## config.mk

```make
export PLATFORM = sky130hd
export DESIGN_NAME = bank_addr_unit
export DESIGN_NICKNAME = d
export VERILOG_FILES = /design/src/rtl/bank_addr_pkg.sv /design/src/rtl/bank_addr_resolve.sv /design/src/rtl/bank_ptr_reg.sv /design/src/rtl/bank_rd_mux.sv /design/src/rtl/bank_addr_unit.sv
export SDC_FILE = /design/constraint.sdc
export NUM_CORES = 1
export LEC_CHECK = 0
export CORE_AREA = 10 10 47 49
export CTS_BUF_LIST = sky130_fd_sc_hd__clkbuf_4 sky130_fd_sc_hd__clkbuf_8
export DETAILED_ROUTE_END_ITERATION = 8
export DIE_AREA = 0 0 57 59
export DONT_BUFFER_PORTS = 1
export PLACE_DENSITY_LB_ADDON = 0.15
export SLEW_MARGIN = 15
export SYNTH_ARGS = -nofsm -noshare
export SYNTH_HDL_FRONTEND = slang
export SYNTH_SLANG_ARGS = --single-unit
export TNS_END_PERCENT = 5
```

## constraint.sdc

```tcl
create_clock -name clk_i -period 4.05 [get_ports clk_i]
set_input_delay 0.6075 -clock clk_i [delete_from_list [all_inputs] [get_ports clk_i]]
set_output_delay 0.6075 -clock clk_i [all_outputs]
set_load 0.1 [all_outputs]
```

## src/rtl/bank_addr_pkg.sv

```systemverilog
package bank_addr_pkg;
  parameter int unsigned OFS_W   = 7;
  parameter int unsigned BANK_W  = 2;
  parameter int unsigned DATA_W  = 8;
  parameter int unsigned IND_OFS = 0;
  parameter int unsigned PTR_OFS = 4;
  localparam int unsigned ADDR_W = BANK_W + OFS_W;

  typedef enum logic [1:0] {
    SEL_RAM  = 2'd0,
    SEL_PTR  = 2'd1,
    SEL_ZERO = 2'd2
  } rd_sel_e;
endpackage

```

## src/rtl/bank_addr_resolve.sv

```systemverilog
module bank_addr_resolve
  import bank_addr_pkg::*;
#(
  parameter int unsigned OfsW   = OFS_W,
  parameter int unsigned BankW  = BANK_W,
  parameter int unsigned DataW  = DATA_W,
  parameter int unsigned IndOfs = IND_OFS,
  parameter int unsigned PtrOfs = PTR_OFS,
  localparam int unsigned AddrW = BankW + OfsW
) (
  input  logic [OfsW-1:0]  ofs_i,
  input  logic [BankW-1:0] bank_i,
  input  logic             bank_hi_i,
  input  logic [DataW-1:0] ptr_i,
  output logic [AddrW-1:0] addr_o,
  output logic             null_o,
  output logic             ptr_hit_o
);
  logic ind;

  assign ind = (ofs_i == OfsW'(IndOfs));

  // indirect: upper bank bit above full pointer
  assign addr_o    = ind ? AddrW'({bank_hi_i, ptr_i}) : {bank_i, ofs_i};
  assign null_o    = ind && (ptr_i[OfsW-1:0] == OfsW'(IndOfs));
  assign ptr_hit_o = (addr_o[OfsW-1:0] == OfsW'(PtrOfs));
endmodule

```

## src/rtl/bank_ptr_reg.sv

```systemverilog
module bank_ptr_reg
  import bank_addr_pkg::*;
#(
  parameter int unsigned DataW = DATA_W
) (
  input  logic             clk_i,
  input  logic             rst_ni,
  input  logic             load_i,
  input  logic [DataW-1:0] wdata_i,
  output logic [DataW-1:0] ptr_o
);
  always_ff @(posedge clk_i or negedge rst_ni) begin
    if (!rst_ni)     ptr_o <= '0;
    else if (load_i) ptr_o <= wdata_i;
  end
endmodule

```

## src/rtl/bank_rd_mux.sv

```systemverilog
module bank_rd_mux
  import bank_addr_pkg::*;
#(
  parameter int unsigned DataW = DATA_W
) (
  input  rd_sel_e          sel_i,
  input  logic [DataW-1:0] ptr_i,
  input  logic [DataW-1:0] ram_rdata_i,
  output logic [DataW-1:0] rdata_o
);
  always_comb begin
    unique case (sel_i)
      SEL_PTR:  rdata_o = ptr_i;
      SEL_ZERO: rdata_o = '0;
      default:  rdata_o = ram_rdata_i;
    endcase
  end
endmodule

```

## src/rtl/bank_addr_unit.sv

```systemverilog
module bank_addr_unit
  import bank_addr_pkg::*;
#(
  parameter int unsigned OfsW   = OFS_W,
  parameter int unsigned BankW  = BANK_W,
  parameter int unsigned DataW  = DATA_W,
  parameter int unsigned IndOfs = IND_OFS,
  parameter int unsigned PtrOfs = PTR_OFS,
  localparam int unsigned AddrW = BankW + OfsW
) (
  input  logic             clk_i,
  input  logic             rst_ni,
  input  logic             req_i,
  input  logic             we_i,
  input  logic [OfsW-1:0]  ofs_i,
  input  logic [DataW-1:0] wdata_i,
  input  logic [BankW-1:0] bank_i,
  input  logic             bank_hi_i,
  input  logic [DataW-1:0] ram_rdata_i,
  output logic [AddrW-1:0] ram_addr_o,
  output logic             ram_we_o,
  output logic [DataW-1:0] ram_wdata_o,
  output logic [DataW-1:0] rdata_o
);
  logic [DataW-1:0] ptr_q;
  logic             null_acc;
  logic             ptr_hit;
  logic             wr;
  rd_sel_e          rd_sel;

  bank_addr_resolve #(
    .OfsW(OfsW), .BankW(BankW), .DataW(DataW), .IndOfs(IndOfs), .PtrOfs(PtrOfs)
  ) i_resolve (
    .ofs_i     (ofs_i),
    .bank_i    (bank_i),
    .bank_hi_i (bank_hi_i),
    .ptr_i     (ptr_q),
    .addr_o    (ram_addr_o),
    .null_o    (null_acc),
    .ptr_hit_o (ptr_hit)
  );

  assign wr = req_i && we_i && !null_acc;

  bank_ptr_reg #(.DataW(DataW)) i_ptr (
    .clk_i   (clk_i),
    .rst_ni  (rst_ni),
    .load_i  (wr && ptr_hit),
    .wdata_i (wdata_i),
    .ptr_o   (ptr_q)
  );

  assign ram_we_o    = wr && !ptr_hit;
  assign ram_wdata_o = wdata_i;

  always_comb begin
    if (null_acc)     rd_sel = SEL_ZERO;
    else if (ptr_hit) rd_sel = SEL_PTR;
    else              rd_sel = SEL_RAM;
  end

  bank_rd_mux #(.DataW(DataW)) i_rd_mux (
    .sel_i       (rd_sel),
    .ptr_i       (ptr_q),
    .ram_rdata_i (ram_rdata_i),
    .rdata_o     (rdata_o)
  );
endmodule

```

Word-level counts from Yosys, hierarchy flattened
Cells that the tools add are included.

cells by class
  multiplexer cells = 4
  reductions and logical operators = 9
  eq/ne operators = 3

operator list
  operator              count
  $pmux W8 S2           1
  $logic_not A7 Y1      2
  $mux W9               1
  $eq A7 B3 Y1 const B  1
  $logic_and A1 B1 Y1   5
  $eq A2 B1 Y1 const B  1
  $eq A2 B2 Y1 const B  1
  $logic_not A1 Y1      2
  $mux W2               1
  $mux W1               1

word-level totals
  bits of input ports = 30
  word-level logic and storage cells = 17
  register bits after elaboration = 8
  output and inout bits = 26

Depth between registers and ports, before layout
Gate-level depths: netlist of the first run.

  word-level depth = 7
  mapped depth = 5
  gate-level depth less buffers = 4

Modules after synthesis
A second synthesis of the first run with hierarchy kept.

unflattened totals
  cells, all modules = 61
  area, all modules = 709.4 um^2

modules (own cells, without submodules)
  module             cells an instance  area each (um^2)  sequential area each (um^2)  times used
  bank_ptr_reg       17                 331.6             200.2                        1
  bank_addr_resolve  18                 158.9             0.0                          1
  bank_rd_mux        15                 126.4             0.0                          1
  bank_addr_unit     11                 92.6              0.0                          1

Worst setup path before layout of the first run
OpenSTA, ideal clock, no wires.

  path type = reg-to-output
  start point = reg i_ptr.ptr_o[0]
  end point = out rdata_o[0]
  path buffers = 1
  data arrival time = 2.753 ns
  stages on the path, launching flop included = 6
  path slack = 0.689 ns
  required time = 3.442 ns
  cell sequence = dfrtp_1 > nor4_4 > a41oi_4 > or2_1 > clkbuf_1 > o21ai_1

on the way
  cells in the longest elaborated chain, start to end = 6
  elaborated cells on any way between the ends = 9
  those cells by class = eq/ne (3); mux (4); reduce/logical (2)

RTL lines
  item                                          RTL line                 text
  start: declaration                            bank_ptr_reg.sv:10       output logic [DataW-1:0] ptr_o
  start signal: assignment                      bank_ptr_reg.sv:14       else if (load_i) ptr_o <= wdata_i;
  $mux W9                                       bank_addr_resolve.sv:24  assign addr_o = ind ? AddrW'({bank_hi_i, ptr_i}) : {bank_i, ofs_i};
  $eq A7 B3 Y1                                  bank_addr_resolve.sv:26  assign ptr_hit_o = (addr_o[OfsW-1:0] == OfsW'(PtrOfs));
  $mux W1                                       bank_addr_unit.sv:58     else if (ptr_hit) rd_sel = SEL_PTR;
  $mux W2                                       bank_addr_unit.sv:57     if (null_acc) rd_sel = SEL_ZERO;
  $eq A2 B2 Y1 or $eq A2 B1 Y1 (tied branches)  bank_rd_mux.sv:12        unique case (sel_i)
  $pmux W8 S2 *                                 bank_rd_mux.sv:12
  end: declaration                              bank_addr_unit.sv:23     output logic [DataW-1:0] rdata_o

Every way passes the cells marked *; elsewhere a longest branch is shown, timed or not.

Worst setup path in the final report of the first run
  start point = reg i_ptr.ptr_o[3]
  end point = out ram_we_o

on the way
  cells in the longest elaborated chain, start to end = 5
  elaborated cells on any way between the ends = 8
  those cells by class = eq/ne (1); mux (1); reduce/logical (6)

RTL lines
  item                   RTL line                 text
  $logic_not A7 Y1       bank_addr_resolve.sv:25  assign null_o = ind && (ptr_i[OfsW-1:0] == OfsW'(IndOfs));
  $logic_and A1 B1 Y1    bank_addr_resolve.sv:25
  $logic_not A1 Y1       bank_addr_unit.sv:43     assign wr = req_i && we_i && !null_acc;
  $logic_and A1 B1 Y1    bank_addr_unit.sv:43
  $logic_and A1 B1 Y1 *  bank_addr_unit.sv:53     assign ram_we_o = wr && !ptr_hit;
  end: declaration       bank_addr_unit.sv:21     output logic ram_we_o,

Marks and branches as above.

==> results of run 1 <==
-- worst max-delay path, stage by stage, from the launching register on --
cell     delay [ns]
dfrtp_1        0.45
nor4_4         0.09
a41oi_4        0.40
or2_1          0.43
and3b_1        0.88
-- metal layers --
layer	vias up	wire [µm]	share of wire (%)	global-route usage, %
met5	-	0	0	0
met4	0	14	0.76	6.04
met3	2	198	11	4.08
met2	28	913	49	18.1
met1	260	717	39	12.6
li1	267	-	-	-
-- cell families after synthesis --
kind of cell           after synthesis  synth area share [%]
DFF                                  8                  27.7
buffers and inverters               19                  14.0
AOI/OAI and AO/OA                   24                  25.1
muxes                               10                  19.7
and+or+nand+nor                     13                  13.5
-- layout make-up --
type	instances	area share (%)
Sequential cell	8	25.2
Tap cell	16	2.52
Multi-Input combinational cell	47	57.2
Inverter	8	3.77
Timing Repair Buffer	9	8.49
Clock buffer	3	2.83
-- report_power, final --
part / leakage (nW) / switching, mW / internal, mW
registers: 0.110 / 0.00540 / 0.0840
clock network: 0.0138 / 0.0226 / 0.0336
logic: 0.215 / 0.0904 / 0.0235
total: 0.339 / 0.118 / 0.141
-- how the worst min path moves through the flow --
stage	to	slack (ns)
after global placement	i_ptr.ptr_o[7]	0.31
after global routing	i_ptr.ptr_o[3]	0.04
after floorplan	i_ptr.ptr_o[0]	0.31
after detailed placement	i_ptr.ptr_o[7]	0.31
final	i_ptr.ptr_o[0]	0.06
after CTS	i_ptr.ptr_o[0]	0.04
-- per-stage QoR --
stage               cells  total power [mW]  setup slack [ns]  hold WS, ns
finish                 91             0.260             0.952       0.0556
CTS                    91             0.265             0.942       0.0413
floorplan              74             0.226             0.689        0.312
global route           91             0.272             0.835       0.0386
detailed placement     88             0.205              1.13        0.312
global placement       88             0.205              1.16        0.312
-- placed cells by master, fill, tap and decap left out, types with 2 or more instances in the layout --
cell,n
a21o_1,5
nor3_1,3
inv_1,8
mux2_4,8
mux2_1,2
clkbuf_4,3
buf_4,9
nand2_1,2
o21ai_2,8
o211ai_1,8
dfrtp_1,8
==> flow_metrics.py, run 1 <==
metrics = {
    "synthesis": {
        "synth.avg_cell_area_um2": 9.77,
        "synth_cell_type_count": 22,
        "yosysTopAreaCellShare_pct": 27.7,
        "syn_nets": 104,
        "ys.flop_type": "dfrtp_1",
        "synthArstFlopShare_pct": 100,
        "synth_warnings": 0,
        "synth_area_um2": 723,
        "yosysTopAreaCell": "dfrtp_1",
        "synth_edf_count": 0,
        "synthCells": 74,
        "yosysSeqAreaShare_pct": 27.7,
        "yosys-top-cells-area": "dfrtp_1, mux2_4, buf_4",
        "synth_seq_cells": 8,
    },
    "timing": {
        "setup_violations": 0,
        "fin_crit_sh_pct": 76.5,
        "clock_skew_ns": 0.00304,
        "slew-limit-headroom_pct": 35.4,
        "worst_pin_slew_ns": 0.973,
        "maxSlewViolCount": 0,
        "fin_crit_ns": 3.10,
        "max_clock_freq_mhz": 323,
        "hold_viol": 0,
        "fin_setup_tns_ns": 0,
        "rsz0062_at_grt": "false",
    },
    "critical_path": {
        "arrival_ns": 2.49,
        "cp-startpoint": "i_ptr.ptr_o[3]",
        "critPathMaxFanout": 10,
        "cp-end-kind": "output port",
        "regToRegEndpoint": "i_ptr.ptr_o[2]",
        "critPathLaunchType": "register",
        "r2r_cells": 4,
        "critPathKind": "register to output port",
        "worst-r2r-setup-slack_ns": 1.97,
        "reg2reg_from": "i_ptr.ptr_o[0]",
        "cp-endpoint": "ram_we_o",
        "required_ns": 3.44,
    },
    "detailed_routing": {
        "first_iter_violations": 15,
        "wirelength_um": 1850,
        "vias_per_cell": 6.12,
        "detail-route-antenna-nets": 0,
        "firstDrtPassIters": 4,
        "drc": 0,
        "wl_per_cell_um": 20.3,
        "num_vias": 557,
    },
    "cts": {
        "cts_root_buf": "clkbuf_4",
        "cts_resized": 0,
        "htreeDepth": 1,
        "tritoncts": "built",
        "postCtsHoldBufs": 0,
        "post_cts_buffers": 0,
        "cts_max_path_buffers": 2,
        "cts_num_sinks": 8,
        "cts_buffers": 3,
        "clk_pin_slew_worst_paths_ns": 0.05,
        "insertion_delay_ns": 0.24,
    },
    "global_route": {
        "antenna_found_initial": 0,
        "grt_usage_pct": 11.2,
        "grt_overflow": 0,
        "grt_pass1_wl_um": 3030,
        "grt_pass1_vias": 616,
        "grt_max_degree": 12,
    },
    "place": {
        "hpwl_um": 1600,
        "port_buffers": 0,
        "globalplace.congestion": 0.738,
        "place_area_um2": 773,
    },
    "finish": {
        "area_growth_pct": 10.0,
        "drive_above_1_share_pct": 42.7,
        "stdcell_area_um2": 796,
        "top_register": "i_ptr.ptr_o",
        "multi_input_area_um2": 455,
        "antenna_cells": 0,
        "nets": 107,
        "nFillCells": 140,
        "largest_reg_flops": 8,
        "utilization_pct": 56.8,
        "top_regs": "i_ptr.ptr_o x8",
        "seq_area_um2": 200,
    },
    "status": {
        "outcome": "completed",
    },
    "job": {
        "max-cap-violations": 0,
    },
    "pwr": {
        "p_leak_nw": 0.339,
        "p_per_area_nw_per_um2": 326,
        "vdd_drop_max_mv": 0.187,
    },
    "die": {
        "dieArea_um2": 3360,
        "row_count": 14,
        "dieWidth_um": 57,
        "pin_count": 56,
        "core_um2": 1400,
        "floorplan.initialDensity_pct": 51.6,
        "fp.dieH_um": 59,
    },
    "min_path": {
        "min_path_type": "primary input to asynchronous set/reset pin",
    },
}
No activity file was read; power rests on OpenSTA's default activity.
==> run 2, diff against run 1 <==
- clock period: 4.05 -> 3.1 ns (I/O delays scaled with it)
==> run 2 against run 1 <==
Compared with the run above: cell count up 12%; non-clock buffer count grew 11; via count increased by 7.2%; combinational power rose by 41%; clock-buffer cell count stayed put; register-to-register slack worse by 0.96 ns; sequential power is 31% higher; clock power grew 43%; final area rose by 11%; first-iteration DRC count fell by 93%; clock skew fell by 0.0022 ns; critical path type unchanged; largest cell class unchanged.
==> flow_metrics.py, run 2 (synthesis results as in run 1) <==
metrics = {
    "detailed_routing": {
        "num_vias": 597,
        "wl_met3_um": 202,
        "vias_per_cell": 5.85,
        "met2WireLength_um": 1050,
        "drc": 0,
        "detail-route-antenna-nets": 0,
        "routed.top_layer": "met4",
        "first_iter_violations": 1,
        "routedLengthMet1_um": 796,
        "firstDrtPassIters": 4,
        "wirelength_um": 2070,
        "wl_per_cell_um": 20.3,
    },
    "status": {
        "outcome": "completed",
    },
    "critical_path": {
        "critPathLaunchType": "register",
        "critical_path.cell_chain": "nor4_4, a41oi_4, or2_1, o21ai_2, buf_4",
        "arrival_ns": 2.25,
        "critPathKind": "register to output port",
        "path_buf_inv": 1,
        "required_ns": 2.63,
        "slowest_stage": "dfrtp_1",
        "crit_family": "simple AND/OR/NAND/NOR gates",
        "cp-end-kind": "output port",
        "critPathMaxFanout": 10,
        "slowest_delay_ns": 0.44,
        "worst-r2r-setup-slack_ns": 1.01,
    },
    "timing": {
        "clock_skew_ns": 0.000855,
        "worst_pin_slew_ns": 0.576,
        "fin_crit_sh_pct": 87.7,
        "slew-limit-headroom_pct": 61.5,
        "fin_crit_ns": 2.72,
        "setup_violations": 0,
        "hold_viol": 0,
        "rsz0062_at_grt": "false",
        "maxSlewViolCount": 0,
        "max_clock_freq_mhz": 368,
        "whs_ns": 0.352,
    },
    "cts": {
        "cts_root_buf": "clkbuf_4",
        "cts_max_path_buffers": 2,
        "cts_num_sinks": 8,
        "cts_buffers": 3,
        "clk_pin_slew_worst_paths_ns": 0.05,
        "tritoncts": "built",
        "insertion_delay_ns": 0.26,
        "htreeDepth": 1,
    },
    "place": {
        "place_inst": 98,
        "globalplace.congestion": 0.751,
        "port_buffers": 0,
    },
    "pwr": {
        "vdd_drop_max_mv": 0.230,
        "p_seq_share_pct": 32.6,
        "power_frac_comb_pct": 45.0,
        "pwr-share-clk_pct": 22.4,
        "p_per_area_nw_per_um2": 406,
        "intPower_mw": 0.193,
        "p_leak_nw": 0.391,
        "p_sw_mw": 0.165,
        "p_sw_share_pct": 46.0,
    },
    "die": {
        "dieWidth_um": 57,
        "row_count": 14,
        "dieArea_um2": 3360,
        "pin_count": 56,
        "fp.dieH_um": 59,
        "core_um2": 1400,
        "floorplan.initialDensity_pct": 51.6,
    },
    "finish": {
        "drive_above_1_share_pct": 48.8,
        "nets": 118,
        "largest_reg_flops": 8,
        "fin_cells": 102,
        "area_growth_pct": 21.8,
        "top_register": "i_ptr.ptr_o",
        "antenna_cells": 0,
        "top_regs": "i_ptr.ptr_o x8",
        "layout_commonest_cell": "buf_4",
        "nFillCells": 135,
    },
    "global_route": {
        "antenna_found_initial": 0,
        "grt_usage_pct": 12.6,
        "grt_pass1_wl_um": 3450,
        "grt_overflow": 0,
        "grt_pass1_vias": 672,
        "grt_max_degree": 12,
    },
    "min_path": {
        "min_path_type": "primary input to register",
    },
    "job": {
        "max-cap-violations": 0,
    },
}
## run 2: per-layer routing
metal	track usage, %	up-vias
li1	-	291
met1	14.5	275
met2	20.9	29
met3	4.51	2
met4	5.03	0
met5	0	-
## run 2: final cells by class
class | count | area (µm²) | share of cell area, %
clock buffers | 3 | 22.5 | 2.56
inverters | 8 | 30.0 | 3.41
multi-input cells | 47 | 455 | 51.7
flip-flops and latches | 8 | 200 | 22.7
well taps | 16 | 20.0 | 2.27
repair buffers | 20 | 153 | 17.3
## run 2: metrics by stage
stage                     utilization, %  instance area [µm²]  total power [mW]  worst slack, ns  TNS [ns]
after floorplan                        -                  723             0.296           -0.118    -0.947
after global placement              60.5                  848             0.276            0.689         0
after detailed placement            60.5                  848             0.278            0.659         0
after CTS                           62.9                  881             0.364            0.355         0
after global routing                62.9                  881             0.372            0.251         0
final                               62.9                  881             0.358            0.383         0
## run 2: worst paths after layout
| check | to | startpoint | cells after the start |
|---|---|---|---|
| hold / removal | i_ptr.ptr_o[6] | wdata_i[6] | 1 |
| setup reg to reg | i_ptr.ptr_o[4] | i_ptr.ptr_o[0] | 4 |
| setup / recovery | rdata_o[7] | i_ptr.ptr_o[0] | 5 |
| min in group asynchronous | i_ptr.ptr_o[4] | rst_ni | 1 |
| max in group asynchronous | i_ptr.ptr_o[7] | rst_ni | 1 |
| hold reg to reg | i_ptr.ptr_o[7] | i_ptr.ptr_o[7] | 1 |
## run 2: power groups by stage
stage	clock network, mW	logic (mW)	registers [mW]
floorplan	0	0.179	0.117
global placement	0	0.158	0.118
detailed placement	0	0.159	0.118
CTS	0.0843	0.163	0.117
global route	0.0858	0.169	0.117
finish	0.0801	0.161	0.117
## run 2: repair_timing
| item | 4_1_cts | 5_1_grt |
|---|---|---|
| endpoints found under the setup margin | 0 | 0 |
| endpoints found under the hold margin | 8 | 0 |
| resized for setup | 0 | 0 |
| setup buffers | 0 | 0 |
| hold buffers | 1 | 0 |
